[src/rtl/periph_stby_pkg.sv]
package periph_stby_pkg;

  localparam int DATA_W = 8;
  localparam int WIN_IDX_W = 4;

  // Reset value of stand-in register `off` in module `idx`
  function automatic logic [DATA_W-1:0] stub_rst_val(input int idx, input int off);
    return {4'(idx), 2'b00, 2'(off)};
  endfunction

  // Identity map: standby bit k -> window k
  function automatic logic [63:0] ident_map();
    logic [63:0] m;
    for (int i = 0; i < 16; i++) m[i*4 +: 4] = 4'(i);
    return m;
  endfunction

endpackage

[src/rtl/stby_regs.sv]
module stby_regs #(
  parameter int NUM_MOD = 11,
  localparam int HI_BITS = NUM_MOD - 8
) (
  input  logic               clk,
  input  logic               rst,
  input  logic               cyc_start,
  input  logic               wr_hi,
  input  logic               wr_lo,
  input  logic [7:0]         wdata,
  output logic [NUM_MOD-1:0] stby_q,
  output logic [NUM_MOD-1:0] halt_q,
  output logic [NUM_MOD-1:0] clk_en_q
);

  always_ff @(posedge clk) begin
    if (rst) begin
      stby_q <= '0;
    end else begin
      if (wr_hi) stby_q[NUM_MOD-1:8] <= wdata[HI_BITS-1:0];
      if (wr_lo) stby_q[7:0]         <= wdata;
    end
  end

  // Halt follows the standby bits only at bus-cycle boundaries
  always_ff @(posedge clk) begin
    if (rst) begin
      halt_q   <= '0;
      clk_en_q <= '1;
    end else if (cyc_start) begin
      halt_q   <= stby_q;
      clk_en_q <= ~stby_q;
    end
  end

endmodule

[src/rtl/mod_stub.sv]
module mod_stub import periph_stby_pkg::*; #(
  parameter int IDX  = 0,
  parameter int NREG = 4,
  localparam int OFF_W = $clog2(NREG)
) (
  input  logic              clk,
  input  logic              rst,
  input  logic              clr,
  input  logic              en,
  input  logic              wr,
  input  logic [OFF_W-1:0]  off,
  input  logic [DATA_W-1:0] wdata,
  output logic [DATA_W-1:0] rdata,
  output logic              irq
);

  logic [DATA_W-1:0] regs [NREG];

  always_ff @(posedge clk) begin
    if (rst || clr) begin
      for (int r = 0; r < NREG; r++) regs[r] <= stub_rst_val(IDX, r);
    end else if (en && wr) begin
      regs[off] <= wdata;
    end
  end

  assign rdata = regs[off];
  assign irq   = regs[0][0];

endmodule

[src/rtl/periph_standby_ctrl.sv]
module periph_standby_ctrl import periph_stby_pkg::*; #(
  parameter int          NUM_MOD  = 11,
  parameter int          ADDR_W   = 8,
  parameter int          NREG     = 4,
  parameter logic [3:0]  CTRL_WIN = 4'hF,
  parameter logic [63:0] BIT_WIN  = ident_map()
) (
  input  logic               clk,
  input  logic               rst,
  input  logic               cyc_start,
  input  logic               bus_sel,
  input  logic               bus_we,
  input  logic [ADDR_W-1:0]  bus_addr,
  input  logic [7:0]         bus_wdata,
  output logic [7:0]         bus_rdata,
  output logic [NUM_MOD-1:0] mod_halt,
  output logic [NUM_MOD-1:0] mod_clk_en,
  output logic [NUM_MOD-1:0] mod_rst,
  output logic [NUM_MOD-1:0] mod_irq
);

  localparam int WIN_LSB = ADDR_W - WIN_IDX_W;
  localparam int OFF_W   = $clog2(NREG);
  localparam int HI_BITS = NUM_MOD - 8;

  logic [WIN_IDX_W-1:0] win;
  logic [WIN_LSB-1:0]   off;
  logic                 ctrl_hit, wr_hi, wr_lo;
  logic [NUM_MOD-1:0]   hit, halt, clk_en, stby, stub_irq;
  logic [7:0]           stub_rd [NUM_MOD];
  logic [7:0]           rd_next;

  assign win      = bus_addr[ADDR_W-1:WIN_LSB];
  assign off      = bus_addr[WIN_LSB-1:0];
  assign ctrl_hit = (win == CTRL_WIN);
  assign wr_hi    = bus_sel && bus_we && ctrl_hit && (off == 0);
  assign wr_lo    = bus_sel && bus_we && ctrl_hit && (off == 1);

  always_comb begin
    for (int k = 0; k < NUM_MOD; k++)
      hit[k] = !ctrl_hit && (win == BIT_WIN[k*4 +: 4]);
  end

  stby_regs #(.NUM_MOD(NUM_MOD)) u_regs (
    .clk      (clk),
    .rst      (rst),
    .cyc_start(cyc_start),
    .wr_hi    (wr_hi),
    .wr_lo    (wr_lo),
    .wdata    (bus_wdata),
    .stby_q   (stby),
    .halt_q   (halt),
    .clk_en_q (clk_en)
  );

  for (genvar g = 0; g < NUM_MOD; g++) begin : g_mod
    mod_stub #(.IDX(g), .NREG(NREG)) u_stub (
      .clk  (clk),
      .rst  (rst),
      .clr  (halt[g]),
      .en   (clk_en[g]),
      .wr   (bus_sel && bus_we && hit[g] && !halt[g]),
      .off  (off[OFF_W-1:0]),
      .wdata(bus_wdata),
      .rdata(stub_rd[g]),
      .irq  (stub_irq[g])
    );
  end

  // Read path: control bytes, intercepted windows, active stubs
  always_comb begin
    rd_next = 8'h00;
    if (ctrl_hit) begin
      if (off == 0)      rd_next = {{(8-HI_BITS){1'b1}}, stby[NUM_MOD-1:8]};
      else if (off == 1) rd_next = stby[7:0];
    end else begin
      for (int k = 0; k < NUM_MOD; k++)
        if (hit[k]) rd_next = halt[k] ? 8'hFF : stub_rd[k];
    end
  end

  always_ff @(posedge clk) begin
    if (rst)                    bus_rdata <= 8'h00;
    else if (bus_sel && !bus_we) bus_rdata <= rd_next;
  end

  assign mod_halt   = halt;
  assign mod_rst    = halt;
  assign mod_clk_en = clk_en;
  assign mod_irq    = stub_irq & ~halt;

endmodule

[config.mk]
export PLATFORM = sky130hd
export DESIGN_NAME = periph_standby_ctrl
export DESIGN_NICKNAME = d
export VERILOG_FILES = /design/src/rtl/periph_stby_pkg.sv /design/src/rtl/stby_regs.sv /design/src/rtl/mod_stub.sv /design/src/rtl/periph_standby_ctrl.sv
export SDC_FILE = /design/constraint.sdc
export NUM_CORES = 1
export LEC_CHECK = 0
export BUFFER_PORTS_ARGS = -buffer_cell sky130_fd_sc_hd__buf_4
export CORE_MARGIN = 10
export CORE_UTILIZATION = 55
export DETAILED_ROUTE_END_ITERATION = 8
export GPL_ROUTABILITY_DRIVEN = 0
export MAX_ROUTING_LAYER = met4
export PLACE_DENSITY = 0.72
export SLEW_MARGIN = 40
export SYNTH_ARGS = -nofsm -noshare
export SYNTH_HDL_FRONTEND = slang
export SYNTH_SLANG_ARGS = --single-unit
[constraint.sdc]
create_clock -name clk -period 3.5 [get_ports clk]
set_input_delay 0.7 -clock clk [delete_from_list [all_inputs] [get_ports clk]]
set_output_delay 0.7 -clock clk [all_outputs]
set_load 0.01 [all_outputs]
==> impl_metrics.tcl, run 1 <==
set metrics [dict create \
    p_int_uw 7966 \
    syn_area_um2 18190 \
    row_count 66 \
    yosysSeqAreaShare_pct 62.61 \
    place_area_um2 19500 \
    r2r_cells 4 \
    via_count 12867 \
    syn_nets 1455 \
    area_delta_synth_final_pct 14.23 \
    clock.fmax_ghz 0.3719 \
    slew_headroom_pct 42.83 \
    synth_top_area_share_pct 58.10 \
    synthTopCellsByArea "edfxtp_1, mux4_2, nor2_1" \
    cts_root_buffer "clkbuf_16" \
    yosysWarnings 0 \
    cts_resized 0 \
    power_frac_seq_pct 51.0 \
    synth_most_common_cell "edfxtp_1" \
    clkPwrFrac_pct 41.0 \
    h-tree-depth 2 \
    timing.critical_path.from "bus_addr[1]" \
    crit_fanout 34 \
    hold_viol 0 \
    maxCapViolCount 0 \
    drc_errors 0 \
    swShare_pct 22.70 \
    chipWidth_um 201.9 \
    irDropWorstVdd_uv 322.3 \
    grt_max_degree 39 \
    track_usage_pct 28.55 \
    path_clk_slew_ns 0.06 \
    startpoint_type "input pin" \
    crit_slowest_cell "nor4b_4" \
    crit_path_cell_trace "buf_4 -> buf_4 -> nor4b_4 -> a221oi_1 -> nor2_1 -> or4b_1 -> o21ai_1" \
    holdWs_ns 0.5135 \
    initial_core_util_pct 55.77 \
    numCtsBuffers 41 \
    grt-ovfl-total 0 \
    ys.flop_type "edfxtp_1" \
    tns_ns 0 \
    status "finished, final reports clean" \
    finalPower_uw 10310 \
    drive_gt1_share_pct 24.25 \
    insertion_delay_ns 0.54 \
    synth_cell_type_count 55 \
    synth_edf_count 352 \
    drt_iter0_drc 1962 \
    drt-total-wl_mm 57.19 \
    die_h_um 201.9 \
    dr.pass1.iters 5 \
    cts_tree "yes" \
    avgSynthCellArea_um2 12.69 \
    cpMostUsedCell "buf_4" \
    final_cell_area_um2 20780 \
    core-area_um2 32620 \
    routedWlPerCell_um 28.57 \
    reg2reg_from "u_regs.halt_q[6]$_SDFFE_PP0P_" \
    p_leak_uw 0.006862 \
    worstPathRequired_ns 3.97 \
    reg2reg_to "g_mod[6].u_stub.regs[2][7]$_SDFFCE_PN0P_" \
    portBuffers 72 \
    postRouteAntennaNets 0 \
    dieArea_um2 40750 \
    max_stage_delay_ns 0.61 \
    path_class "input pin to flop" \
    ios 73 \
    async_flop_share_pct 0 \
    final_core_util_pct 63.71 \
    worstMarginPinSlew_ns 0.8497 \
    cts_post_setup_buffers_inserted 0 \
    fin_skew_ns 0.02035 \
    cts_sinks 393 \
    grt_pass1_wl_mm 83.77 \
    combPwrFrac_pct 8.0 \
    dp_hpwl_mm 39.53 \
    crit_path_end_kind "flop" \
    p_sw_uw 2339 \
    grt_pass1_vias 12631 \
    routed_via_density 6.427 \
    final_nets 1548 \
    antenna_found_initial 2 \
    worstPathArrival_ns 3.16 \
    r2r_slack_ns 1.10 \
    clockBufferDepth 3 \
    cts_hold_buffers 0 \
    fill_cells 2411 \
    hold_path.class "flop to flop" \
    yosys.area.top_type "edfxtp_1" \
    setup-violations-final 0 \
    fin_crit_ns 2.689 \
    finalMaxSlewViolations 0 \
    yosys-top-cells-count "edfxtp_1, nor2_1, nand2_1" \
    ys_ff_latch 393 \
    timing.final.crit_share_pct 76.83 \
    syn_inst 1434 \
    rsz0062_at_grt "no" \
    crit_end "bus_rdata[1]$_SDFFE_PP0P_" \
    p_per_area_nw_per_um2 495.9 \
]
[power by group through the flow]
stage               logic, uW  clock network (uW)  registers, uW
global route              845                4420           5260
CTS                       802                4230           5260
finish                    821                4230           5260
global placement          788                   0           5350
detailed placement        799                   0           5350
floorplan                 437                   0           5340
[worst max-delay path, delay by kind of cell]
| kind | cells | cell delay, ns |
|---|---|---|
| compound gates | 2 | 0.40 |
| buf+inv | 2 | 0.56 |
| simple gates | 3 | 1.47 |
[registers in the layout, summed over array words and instances (netlist names)]
name,flops
u_regs.clk_en_q,11
bus_rdata,8
g_mod.u_stub.regs,352
u_regs.halt_q,11
u_regs.stby_q,11
[cells by family after synthesis]
kind of cell	after synthesis	synth area share, %
simple gates	648	17.02
flops	393	62.61
buf+inv	165	4.752
compound gates	129	4.072
mux	99	11.54
[per-stage QoR]
| stage | cells | setup WS [ns] |
|---|---|---|
| 2_1_floorplan | 1434 | 0.5149 |
| 3_3_place_gp | 1926 | 0.3888 |
| 3_5_place_dp | 1926 | 0.3209 |
| 4_1_cts | 2001 | 0.8671 |
| 5_1_grt | 2002 | 0.7313 |
| 6_report | 2002 | 0.8110 |
[layout make-up]
| cell class | instances | area (um2) | area share, % |
|---|---|---|---|
| Clock buffer | 62 | 1135 | 5.461 |
| Inverter | 16 | 60.06 | 0.2890 |
| Sequential cell | 393 | 11390 | 54.81 |
| Timing Repair Buffer | 199 | 1560 | 7.508 |
| Antenna cell | 1 | 2.502 | 0.01204 |
| Multi-Input combinational cell | 876 | 5937 | 28.57 |
| Tap cell | 442 | 553.0 | 2.661 |
| Clock inverter | 13 | 142.6 | 0.6864 |
[cell usage in the layout, fill, tap and decap left out, drive strengths merged, types with 2 or more instances in the layout]
master   instances
edfxtp         352
nor2           259
buf            199
nand2          142
mux4            88
o21ai           82
nor3            63
clkbuf          62
dfxtp           41
and2            38
nand2b          37
or2             27
nand3           20
inv             18
a21oi           16
nor4            16
nor2b           14
mux2i           11
a221oi          11
clkinv           8
or3              7
a22oi            5
or4b             5
and3             3
nand4b           3
a211oi           3
o31a             3
a31oi            3
o221ai           3
bufinv           3
nand4bb          2
nand3b           2
nor4b            2
or3b             2
nand4            2
nor3b            2
[how the worst min path moves through the flow]
stage	to	cells past startpoint	start
after detailed placement	u_regs.halt_q[0]$_SDFFE_PP0P_	2	u_regs.stby_q[0]$_SDFFE_PP0P_
after global placement	u_regs.halt_q[0]$_SDFFE_PP0P_	2	u_regs.stby_q[0]$_SDFFE_PP0P_
after CTS	u_regs.halt_q[10]$_SDFFE_PP0P_	2	u_regs.stby_q[10]$_SDFFE_PP0P_
final	u_regs.halt_q[0]$_SDFFE_PP0P_	2	u_regs.stby_q[0]$_SDFFE_PP0P_
after global routing	u_regs.halt_q[8]$_SDFFE_PP0P_	2	u_regs.stby_q[8]$_SDFFE_PP0P_
after floorplan	u_regs.halt_q[10]$_SDFFE_PP0P_	2	u_regs.stby_q[10]$_SDFFE_PP0P_
[layer usage]
layer	wire length [um]	global-route usage, %	part of all wire (%)	up-vias
met1	20540	37.69	36	6278
met2	25770	42.05	45	1042
li1	-	-	-	5360
met4	2667	11.79	4.7	0
met5	0	-	0	-
met3	8210	6.701	14	187
No activity file was read; power rests on OpenSTA's default activity.
==> run 2, diff against run 1 <==
ABC_AREA = 1   (was not set)
clock period = 2.5 ns   (was 3.5 ns; I/O delays follow)
==> run 2 against run 1 <==
  * Final cell count rose by 24%
  * Sequential share of layout area fell by 0.68 points
  * Register-to-register slack got worse by 0.69 ns
  * Final area rose by 1.3%
  * Via count rose by 11%
  * Critical endpoint is now bus_rdata[2]$_SDFFE_PP0P_
  * Largest power group unchanged
==> impl_metrics.tcl, run 2 <==
set metrics [dict create \
    status "finished, final reports clean" \
    dieArea_um2 40940 \
    worstPathArrival_ns 2.59 \
    syn_area_um2 18290 \
    hold_depth 3 \
    chipWidth_um 202.3 \
    tns_ns 0 \
    via_count 14322 \
    setup-violations-final 0 \
    place_area_um2 19790 \
    ios 73 \
    final_cells 2477 \
    grt_max_degree 38 \
    finalMaxSlewViolations 0 \
    r2r_slack_ns 0.41 \
    worstMarginPinSlew_ns 0.8620 \
    crit_fanout 22 \
    routed_via_density 5.782 \
    yosys-top-cells-count "nand2_1, edfxtp_1, nor2_1" \
    cts_root_buffer "clkbuf_16" \
    yosysSeqAreaShare_pct 62.29 \
    dp_hpwl_mm 35.91 \
    startpoint_type "input pin" \
    async_flop_share_pct 0 \
    cts_hold_buffers 0 \
    yosys.area.top_type "edfxtp_1" \
    fin_crit_ns 2.169 \
    die_h_um 202.3 \
    drive_gt1_share_pct 16.12 \
    hold_viol 0 \
    drc_errors 0 \
    cts_tree "yes" \
    hold_path_end "u_regs.halt_q[0]$_SDFFE_PP0P_" \
    ys_ff_latch 393 \
    path_class "input pin to flop" \
    dp_cells 2407 \
    initial_core_util_pct 55.92 \
    yosysWarnings 0 \
    synth_edf_count 352 \
    grt_pass1_vias 13888 \
    final_cell_area_um2 21040 \
    syn_inst 1904 \
    grt-ovfl-total 0 \
    cts_post_setup_buffers_inserted 0 \
    synth_top_area_share_pct 57.80 \
    crit_path_end_kind "flop" \
    r2r_cells 10 \
    routedWlPerCell_um 21.10 \
    final_nets 2029 \
    area_delta_synth_final_pct 15.06 \
    maxCapViolCount 0 \
    irDropWorstVdd_uv 496.5 \
    hold_start "cyc_start" \
    layout_commonest_cell "nand2_1" \
    timing.final.crit_share_pct 86.74 \
    p_per_area_nw_per_um2 678.4 \
    synth_most_common_cell "nand2_1" \
    reg2reg_from "u_regs.halt_q[3]$_SDFFE_PP0P_" \
    grt_pass1_wl_mm 80.04 \
    postRouteAntennaNets 0 \
    h-tree-depth 2 \
    row_count 66 \
    clockBufferDepth 3 \
    ys.flop_type "edfxtp_1" \
    rsz0062_at_grt "no" \
    slew_headroom_pct 42.47 \
    reg2reg_to "bus_rdata[5]$_SDFFE_PP0P_" \
    core-area_um2 32700 \
    syn_nets 1925 \
    synthTopCellsByArea "edfxtp_1, nand2_1, nor2_1" \
    drt-total-wl_mm 52.27 \
    regMostFlops "g_mod.u_stub.regs" \
    numCtsBuffers 41 \
    antenna_found_initial 0 \
    fin_skew_ns 0.01279 \
    synth_cell_type_count 31 \
    drt_iter0_drc 1653 \
    worstPathRequired_ns 2.92 \
    largest_reg_flops 352 \
    cts_sinks 393 \
    dr.pass1.iters 6 \
    insertion_delay_ns 0.53 \
    portBuffers 72 \
    p_leak_uw 0.007893 \
    cts_resized 0 \
    hold_path.class "input pin to flop" \
    avgSynthCellArea_um2 9.605 \
    clock.fmax_ghz 0.4611 \
    path_clk_slew_ns 0.06 \
    track_usage_pct 25.63 \
    n_antenna_cell 0 \
    final_cell_mix "nand2_1, edfxtp_1, nor2_1, buf_4, inv_1" \
]
-- run 2: cell count changes after synthesis, moves of 38 or more --
cell / delta
mux4_2: -86
nand2_1: +433
and2_1: -38
nand4_1: +53
a22oi_1: +57
inv_1: +94
nand3_1: +61
nor3_1: -41
-- run 2: kinds of logic (layout without fill, tap and decap cells) --
family                 count (synthesis)  in the layout  share of synthesized area (%)
AOI/OAI and AO/OA                    175            175                          5.966
DFF                                  393            393                          62.29
and+or+nand+nor                     1054           1054                          24.73
buffers and inverters                282            413                          7.020
-- run 2: power by group --
part,internal [uW],switching [uW],total [uW]
clock,3390,2420,5820
sequential,7280,50.5,7330
combinational,327,801,1130
total,11000,3280,14300
-- run 2: metrics by stage --
step | hold slack, ns | total power [uW] | util (%) | worst slack (ns)
floorplan | 0.4597 | 8063 | - | 0.06039
global placement | 0.4628 | 8549 | 60.52 | -0.1248
detailed placement | 0.4641 | 8572 | 60.52 | -0.1170
CTS | 0.3850 | 14290 | 64.34 | 0.4324
global route | 0.4150 | 14640 | 64.34 | 0.2637
finish | 0.4032 | 14280 | 64.34 | 0.3314
-- run 2: final cells by class --
| class | count | area, um2 |
|---|---|---|
| tap | 442 | 553.0 |
| timing repair buffer | 197 | 1679 |
| clock buffer | 54 | 1105 |
| clock inverter | 16 | 145.1 |
| multi-input combinational | 1229 | 5618 |
| fill | 2658 | 11660 |
| sequential | 393 | 11390 |
| inverter | 146 | 550.5 |
-- run 2: layer usage --
| metal | share of wire, % | global-route usage [%] |
|---|---|---|
| met1 | 38 | 32.26 |
| met2 | 49 | 41.93 |
| met3 | 9.7 | 3.838 |
| met4 | 3.0 | 8.393 |
| met5 | 0 | - |
-- run 2: worst max-delay path: stages --
cell and delay [ns]:
buf_4 0.14, buf_4 0.28, nor2_4 0.15, buf_4 0.18
nand2_1 0.06, nand4_1 0.14, nand2_1 0.10, nand2_1 0.05
o21bai_1 0.31, nand4_1 0.22, nor2_1 0.20, nand4_1 0.11
nand2_1 0.07, a21oi_1 0.05
-- run 2: worst max-delay path by stage --
stage	from	endpoint	depth (start not counted)	slack (ns)
3_3_place_gp	bus_addr[0]	bus_rdata[1]$_SDFFE_PP0P_	14	-0.12
3_5_place_dp	bus_addr[0]	bus_rdata[1]$_SDFFE_PP0P_	14	-0.12
5_1_grt	bus_addr[0]	bus_rdata[2]$_SDFFE_PP0P_	14	0.26
2_1_floorplan	bus_addr[5]	g_mod[9].u_stub.regs[2][0]$_SDFFCE_PN0P_	8	0.06
6_report	bus_addr[0]	bus_rdata[2]$_SDFFE_PP0P_	14	0.33
4_1_cts	bus_addr[0]	bus_rdata[1]$_SDFFE_PP0P_	14	0.43
